### src/rtl/qpc_pkg.sv
`timescale 1ns/1ps
package qpc_pkg;

  // Strobes from control to datapath
  typedef struct packed {
    logic countEn;   // a legal single-channel step was seen
    logic countUp;   // direction of that step
    logic freeze;    // holding register must not follow the counter
  } qpcStrobe_t;

  typedef enum logic [1:0] {
    RD_IDLE  = 2'd0,
    RD_HOLD  = 2'd1,
    RD_LOWRD = 2'd2
  } rdState_e;

  // Next state of {A,B} for one up step: 00 -> 10 -> 11 -> 01 -> 00
  function automatic logic [1:0] upNext(input logic [1:0] ab);
    case (ab)
      2'b00:   upNext = 2'b10;
      2'b10:   upNext = 2'b11;
      2'b11:   upNext = 2'b01;
      default: upNext = 2'b00;
    endcase
  endfunction

endpackage

### src/rtl/qpc_ctrl.sv
`timescale 1ns/1ps
module qpc_ctrl
  import qpc_pkg::*;
(
  input  logic       clk,
  input  logic       rstN,
  input  logic       chanA,
  input  logic       chanB,
  input  logic       byteSelN,
  input  logic       outEnN,
  output qpcStrobe_t strobe
);

  logic [1:0] curAB;
  logic [1:0] prevAB;
  rdState_e   rdState;
  rdState_e   rdNext;
  logic       stepUp;
  logic       stepDown;

  assign curAB = {chanA, chanB};

  // Previous channel sample; reset loads the live levels so release causes no count
  always_ff @(posedge clk) begin
    prevAB <= curAB;
  end

  always_comb begin
    stepUp   = (curAB == upNext(prevAB));
    stepDown = (prevAB == upNext(curAB));
  end

  // Read sequencing runs on the falling edge
  always_comb begin
    rdNext = rdState;
    case (rdState)
      RD_IDLE: begin
        if (!byteSelN && !outEnN) rdNext = RD_HOLD;
      end
      RD_HOLD: begin
        if (byteSelN && !outEnN) rdNext = RD_LOWRD;
      end
      RD_LOWRD: begin
        if (outEnN) rdNext = RD_IDLE;
      end
      default: rdNext = RD_IDLE;
    endcase
  end

  always_ff @(negedge clk) begin
    if (!rstN) rdState <= RD_IDLE;
    else       rdState <= rdNext;
  end

  always_comb begin
    strobe.countEn = stepUp || stepDown;
    strobe.countUp = stepUp;
    strobe.freeze  = (rdState != RD_IDLE);
  end

  // The snapshot can only start from a high-byte request
  assert_freeze_on_high_read_R5: assert property (
    @(negedge clk) disable iff (!rstN)
      $rose(strobe.freeze) |-> ($past(!byteSelN) && $past(!outEnN))
  );

  // The snapshot can only end with output enable released
  assert_release_on_disable_R6: assert property (
    @(negedge clk) disable iff (!rstN)
      ($fell(strobe.freeze) && $past(rstN)) |-> $past(outEnN)
  );

endmodule

### src/rtl/qpc_datapath.sv
`timescale 1ns/1ps
module qpc_datapath
  import qpc_pkg::*;
#(
  parameter int BUS_W = 8
) (
  input  logic             clk,
  input  logic             rstN,
  input  qpcStrobe_t       strobe,
  input  logic             byteSelN,
  input  logic             outEnN,
  output logic [BUS_W-1:0] dataOut,
  output logic             cntPulse,
  output logic             upDown,
  output logic             wrapPulse
);

  localparam int NUM_BYTES = 2;
  localparam int COUNT_W   = NUM_BYTES * BUS_W;
  localparam logic [COUNT_W-1:0] CNT_MAX = {COUNT_W{1'b1}};

  logic [COUNT_W-1:0] count;
  logic [COUNT_W-1:0] holdReg;
  logic               wrapNow;
  logic               byteIdx;

  always_comb begin
    wrapNow = strobe.countEn &&
              ((strobe.countUp && count == CNT_MAX) ||
               (!strobe.countUp && count == '0));
  end

  always_ff @(posedge clk) begin
    if (!rstN) begin
      count     <= '0;
      cntPulse  <= 1'b0;
      upDown    <= 1'b1;
      wrapPulse <= 1'b0;
    end else begin
      cntPulse  <= strobe.countEn;
      wrapPulse <= wrapNow;
      if (strobe.countEn) begin
        upDown <= strobe.countUp;
        count  <= strobe.countUp ? count + 1'b1 : count - 1'b1;
      end
    end
  end

  // Holding register follows the counter one edge late unless frozen
  always_ff @(posedge clk) begin
    if (!rstN)               holdReg <= '0;
    else if (!strobe.freeze) holdReg <= count;
  end

  assign byteIdx = !byteSelN;

  always_comb begin
    if (outEnN) dataOut = '0;
    else        dataOut = holdReg[byteIdx*BUS_W +: BUS_W];
  end

  // Each pulse moves the counter by exactly one in the flagged direction
  assert_step_size_R1: assert property (
    @(posedge clk) disable iff (!rstN)
      cntPulse |-> (count == (upDown ? $past(count) + 1'b1 : $past(count) - 1'b1))
  );

  // No pulse means the counter did not move
  assert_no_pulse_no_move_R2: assert property (
    @(posedge clk) disable iff (!rstN)
      (!cntPulse && $past(rstN)) |-> $stable(count)
  );

  // A wrap lands on the far end of the range and comes with a count
  assert_wrap_value_R3: assert property (
    @(posedge clk) disable iff (!rstN)
      wrapPulse |-> (cntPulse && (count == (upDown ? '0 : CNT_MAX)))
  );

  // While frozen across a rising edge the snapshot stays put
  assert_frozen_snapshot_R5: assert property (
    @(negedge clk) disable iff (!rstN)
      (strobe.freeze && $past(rstN)) |-> $stable(holdReg)
  );

endmodule

### src/rtl/quad_pos_counter.sv
`timescale 1ns/1ps
module quad_pos_counter
  import qpc_pkg::*;
#(
  parameter int BUS_W = 8
) (
  input  logic             clk,
  input  logic             rstN,
  input  logic             chanA,
  input  logic             chanB,
  input  logic             byteSelN,
  input  logic             outEnN,
  output logic [BUS_W-1:0] dataOut,
  output logic             cntPulse,
  output logic             upDown,
  output logic             wrapPulse
);

  qpcStrobe_t strobe;

  qpc_ctrl u_ctrl (
    .clk      (clk),
    .rstN     (rstN),
    .chanA    (chanA),
    .chanB    (chanB),
    .byteSelN (byteSelN),
    .outEnN   (outEnN),
    .strobe   (strobe)
  );

  qpc_datapath #(
    .BUS_W (BUS_W)
  ) u_datapath (
    .clk       (clk),
    .rstN      (rstN),
    .strobe    (strobe),
    .byteSelN  (byteSelN),
    .outEnN    (outEnN),
    .dataOut   (dataOut),
    .cntPulse  (cntPulse),
    .upDown    (upDown),
    .wrapPulse (wrapPulse)
  );

endmodule

### config.mk
export PLATFORM = sky130hd
export DESIGN_NAME = quad_pos_counter
export DESIGN_NICKNAME = d
export VERILOG_FILES = /design/src/rtl/qpc_pkg.sv /design/src/rtl/qpc_ctrl.sv /design/src/rtl/qpc_datapath.sv /design/src/rtl/quad_pos_counter.sv
export SDC_FILE = /design/constraint.sdc
export NUM_CORES = 1
export LEC_CHECK = 0
export BUFFER_PORTS_ARGS = -buffer_cell sky130_fd_sc_hd__buf_2
export CORE_ASPECT_RATIO = 0.8
export CORE_MARGIN = 1.5
export CORE_UTILIZATION = 64
export DETAILED_ROUTE_END_ITERATION = 16
export HOLD_SLACK_MARGIN = 0.08
export PLACE_DENSITY_LB_ADDON = 0.2
export SETUP_SLACK_MARGIN = 0.1
export SYNTH_ARGS = -nofsm -noshare
export SYNTH_HDL_FRONTEND = slang
export SYNTH_SLANG_ARGS = --single-unit
### constraint.sdc
create_clock -name clk -period 7.15 [get_ports clk]
set_input_delay 0.715 -clock clk [delete_from_list [all_inputs] [get_ports clk]]
set_output_delay 0.715 -clock clk [all_outputs]
set_load 0.05 [all_outputs]
Yosys cells after proc, flatten, opt, wreduce, memory -nomap -nowiden
Index checks and enable logic that the tools add are counted.

cells by class
  $add $sub $neg = 2
  equality and inequality tests = 12
  shift-type cells = 1
  multiplexer cells = 8
  reductions and logical operators = 16

operators by type and width
  cell                                                                  number
  2-bit case mux with 3 select lines                                    3
  16-bit by 1-bit adder with 16-bit output, second input constant       1
  16-bit == test, second input constant                                 1
  16-bit zero test                                                      1
  16-bit two-way mux                                                    1
  16-bit by 5-bit indexed part select with 8-bit output                 1
  16-bit by 1-bit subtractor with 16-bit output, second input constant  1
  2-bit == test, second input constant                                  5
  8-bit two-way mux                                                     1
  2-bit zero test                                                       3
  2-bit two-way mux                                                     3
  1-bit logical AND                                                     5
  2-bit == test                                                         2
  2-bit by 1-bit != test with 1-bit output, second input constant       2
  1-bit zero test                                                       3
  3-bit AND reduction                                                   1
  2-bit by 1-bit == test with 1-bit output, second input constant       1
  1-bit logical OR                                                      2
  2-bit != test, second input constant                                  1
  2-bit nonzero test                                                    1

storage, ports and cells
  register bits = 39
  input port bits = 6
  output and inout bits = 11
  logic and storage cells = 46

Depth between registers and ports, before layout
  word-level depth = 7
  gate-level depth with buffers = 9
  mapped depth without buffers = 9

Cells and area by module
From an unflattened synthesis, not the netlist that was laid out.

unflattened totals
  cell total of the unflattened synthesis = 270
  area, all modules = 2368.5 µm²

modules (own cells, without submodules)
  module        instances  cells an instance  area each (µm²)  sequential area each (µm²)
  qpc_datapath  1          251                2189.6           700.7
  qpc_ctrl      1          19                 178.9            80.1

==> flow_metrics.py <==
metrics = {
    "logic_synthesis": {
        "ys_seq_area_frac": 0.324,
        "synth_area_leader_cell": "dfxtp_1",
        "synthCells": 306,
        "synth_top_area_frac": 0.324,
        "synth_xor_area_frac": 0.0359,
        "synth_compound_area_frac": 0.226,
        "synth_top_family_by_area": "simple AND/OR/NAND/NOR gates",
        "synth_warnings": 0,
        "synth_edf_count": 0,
        "async_flop_share": 0,
        "synth-adder-area-share": 0.0863,
        "synth_commonest_cells": "nand2_1 (49), dfxtp_1 (39), a21oi_1 (36)",
        "synth_seq_cells": 39,
        "synthSimpleGateAreaFrac": 0.252,
        "synth_cell_type_count": 45,
        "yosysMostFrequentCell": "nand2_1",
        "synthFlopType": "dfxtp_1",
        "syn-cell-area_sq_um": 2410,
        "synth_nets": 328,
        "avgSynthCellArea_sq_um": 7.86,
        "synth.area.top_cells": "dfxtp_1 (32%), ha_1 (7.8%), nand2_1 (7.6%)",
        "synth_mux_area_frac": 0.0374,
    },
    "status": {
        "status": "finished, final reports clean",
    },
    "routing": {
        "routed_wl_mm": 5.78,
        "drt_iter0_drc": 228,
        "postRouteAntennaNets": 0,
        "dr_total_vias": 2328,
        "routedWlPerCell_microns": 16.1,
        "drc": 0,
        "drt_pass1_iterations": 5,
        "via_per_inst": 6.47,
    },
    "clock_tree": {
        "ctsHoldBuffers": 0,
        "cts_sinks": 39,
        "clk_path_buf_depth": 2,
        "root_buffer": "clkbuf_8",
        "clk-insertion-delay-late_ps": 350,
        "cts_tree": "done",
        "htree_levels": 2,
        "cts_resized": 0,
        "numCtsBuffers": 5,
        "post_cts_buffers": 0,
        "clk_pin_slew_worst_paths_ps": 80,
    },
    "sta": {
        "hold_viol": 0,
        "slew_viol_final": 0,
        "tightest_slew_ps": 1030,
        "setup_viol": 0,
        "slew-limit-headroom": 0.310,
        "hold_ws_ps": 456,
        "rsz0062_at_grt": "no",
        "clock_skew_ps": 57.9,
        "fin_tns_setup_ps": 0,
    },
    "setup_path": {
        "startpoint_type": "input port",
        "end_kind": "flip-flop",
        "cp_cell_sequence": "buf_2 > inv_1 > nor3_1",
        "slowest_delay_ps": 800,
        "slowest_stage": "inv_1",
        "cp.arrival_ps": 1880,
        "path_buf_inv": 2,
        "path_delay_family": "buffers and inverters",
        "cp_max_fo": 33,
        "worstSetupPathType": "in2reg",
        "worstPathRequired_ps": 3770,
    },
    "min_path": {
        "hold_class": "reg2reg",
    },
    "pwr": {
        "power_density_nw_per_um2": 423,
        "irDropWorstVdd_uv": 254,
        "power.total_mw": 1.11,
        "p_leak_nw": 1.10,
    },
    "placement": {
        "dp_hpwl_mm": 3.96,
        "routabilityCongestion": 0.910,
        "placed_cells": 351,
        "port_buffers": 16,
    },
    "floorplanning": {
        "core_area_sq_um": 3520,
        "die_w_microns": 71.6,
        "dieArea_sq_um": 4140,
        "pin_count": 17,
        "rows": 19,
        "start_util": 0.684,
        "die_height_microns": 57.8,
    },
    "finish": {
        "fin_cells": 360,
        "fin_util": 0.748,
        "regArea_sq_um": 781,
        "drive_gt1_frac": 0.101,
        "area_delta_synth_final_pct": 9.41,
        "multi_input_area_sq_um": 1530,
        "antennaDiodeCount": 0,
        "fillerInstances": 269,
        "nets": 339,
    },
    "grt": {
        "grt_max_degree": 34,
        "gr-total-overflow": 0,
        "grt_use_total": 0.303,
        "grt_pass1_wl_mm": 9.75,
        "grt_pass1_vias": 2110,
        "antenna_found_initial": 0,
    },
    "run": {
        "cap_violations": 0,
    },
}
## metrics by stage
| stage | setup WS (ps) | cell area [sq um] |
|---|---|---|
| 2_1_floorplan | 2050 | 2410 |
| 3_3_place_gp | 1590 | 2500 |
| 3_5_place_dp | 1560 | 2500 |
| 4_1_cts | 1920 | 2630 |
| 5_1_grt | 1730 | 2630 |
| 6_report | 1890 | 2630 |
## power breakdown
part           internal, mW  total, mW  switching (mW)
Combinational         0.229      0.557           0.328
Clock                 0.127      0.214          0.0868
Sequential            0.273      0.343          0.0708
Total                 0.629       1.11           0.485
## path summary, 6_finish.rpt
kind | start | to | slack (ps) | depth (start not counted)
setup / recovery | rstN | u_ctrl.rdState[0] | 1890 | 3
hold / removal | u_datapath.holdReg[14] | u_datapath.holdReg[14] | 460 | 2
setup reg to reg | u_ctrl.rdState[0] | u_datapath.holdReg[4] | 1950 | 3
hold reg to reg | u_datapath.holdReg[14] | u_datapath.holdReg[14] | 460 | 2
## layer usage
metal | GRT usage | wire length (microns)
met4 | 0.129 | 152
met2 | 0.466 | 2490
met5 | 0 | 0
met3 | 0.0557 | 391
met1 | 0.422 | 2750
## layout make-up
cell class	instances	share of cell area
Multi-Input combinational cell	243	0.583
Sequential cell	39	0.297
Timing Repair Buffer	18	0.0361
Clock buffer	6	0.0356
Tap cell	42	0.0200
Clock inverter	4	0.0176
Inverter	8	0.0114
## cell usage in the layout (no fill, tap or decap), types with 4 or more instances in the layout
cell type / netlist / layout
nand2_1: 49 / 49
dfxtp_1: 39 / 39
a21oi_1: 36 / 36
nor2_1: 17 / 17
nand3_1: 16 / 16
buf_2: 1 / 16
ha_1: 15 / 15
inv_1: 9 / 10
mux2i_1: 9 / 9
o211ai_1: 9 / 9
nand4_1: 9 / 9
a21o_1: 8 / 8
nor3_1: 7 / 7
o21ai_0: 7 / 7
xnor2_1: 5 / 5
a211oi_1: 5 / 5
a211o_1: 5 / 5
nor4_1: 5 / 5
clkbuf_8: 0 / 5
or3_1: 4 / 4
## worst register-to-register path: stages, from the launching register on
cell and delay [ps]:
dfxtp_1 330, nor2_1 780, nand2_1 180, a21oi_1 200
## flip-flops by register name, indices dropped and copies added (netlist names)
| register | count |
|---|---|
| u_ctrl.prevAB | 2 |
| u_datapath.wrapPulse | 1 |
| u_ctrl.rdState | 2 |
| u_datapath.holdReg | 16 |
| u_datapath.upDown | 1 |
| u_datapath.cntPulse | 1 |
| u_datapath.count | 16 |
## logic make-up (layout without fill, tap and decap cells)
kind of cell,after synthesis,count (layout)
DFF,39,39
AOI/OAI and AO/OA,85,85
muxes,9,9
and+or+nand+nor,124,124
adders and majority gates,16,16
buffers and inverters,24,36
xor gates and xnor gates,9,9
No activity file was read; power rests on OpenSTA's default activity.
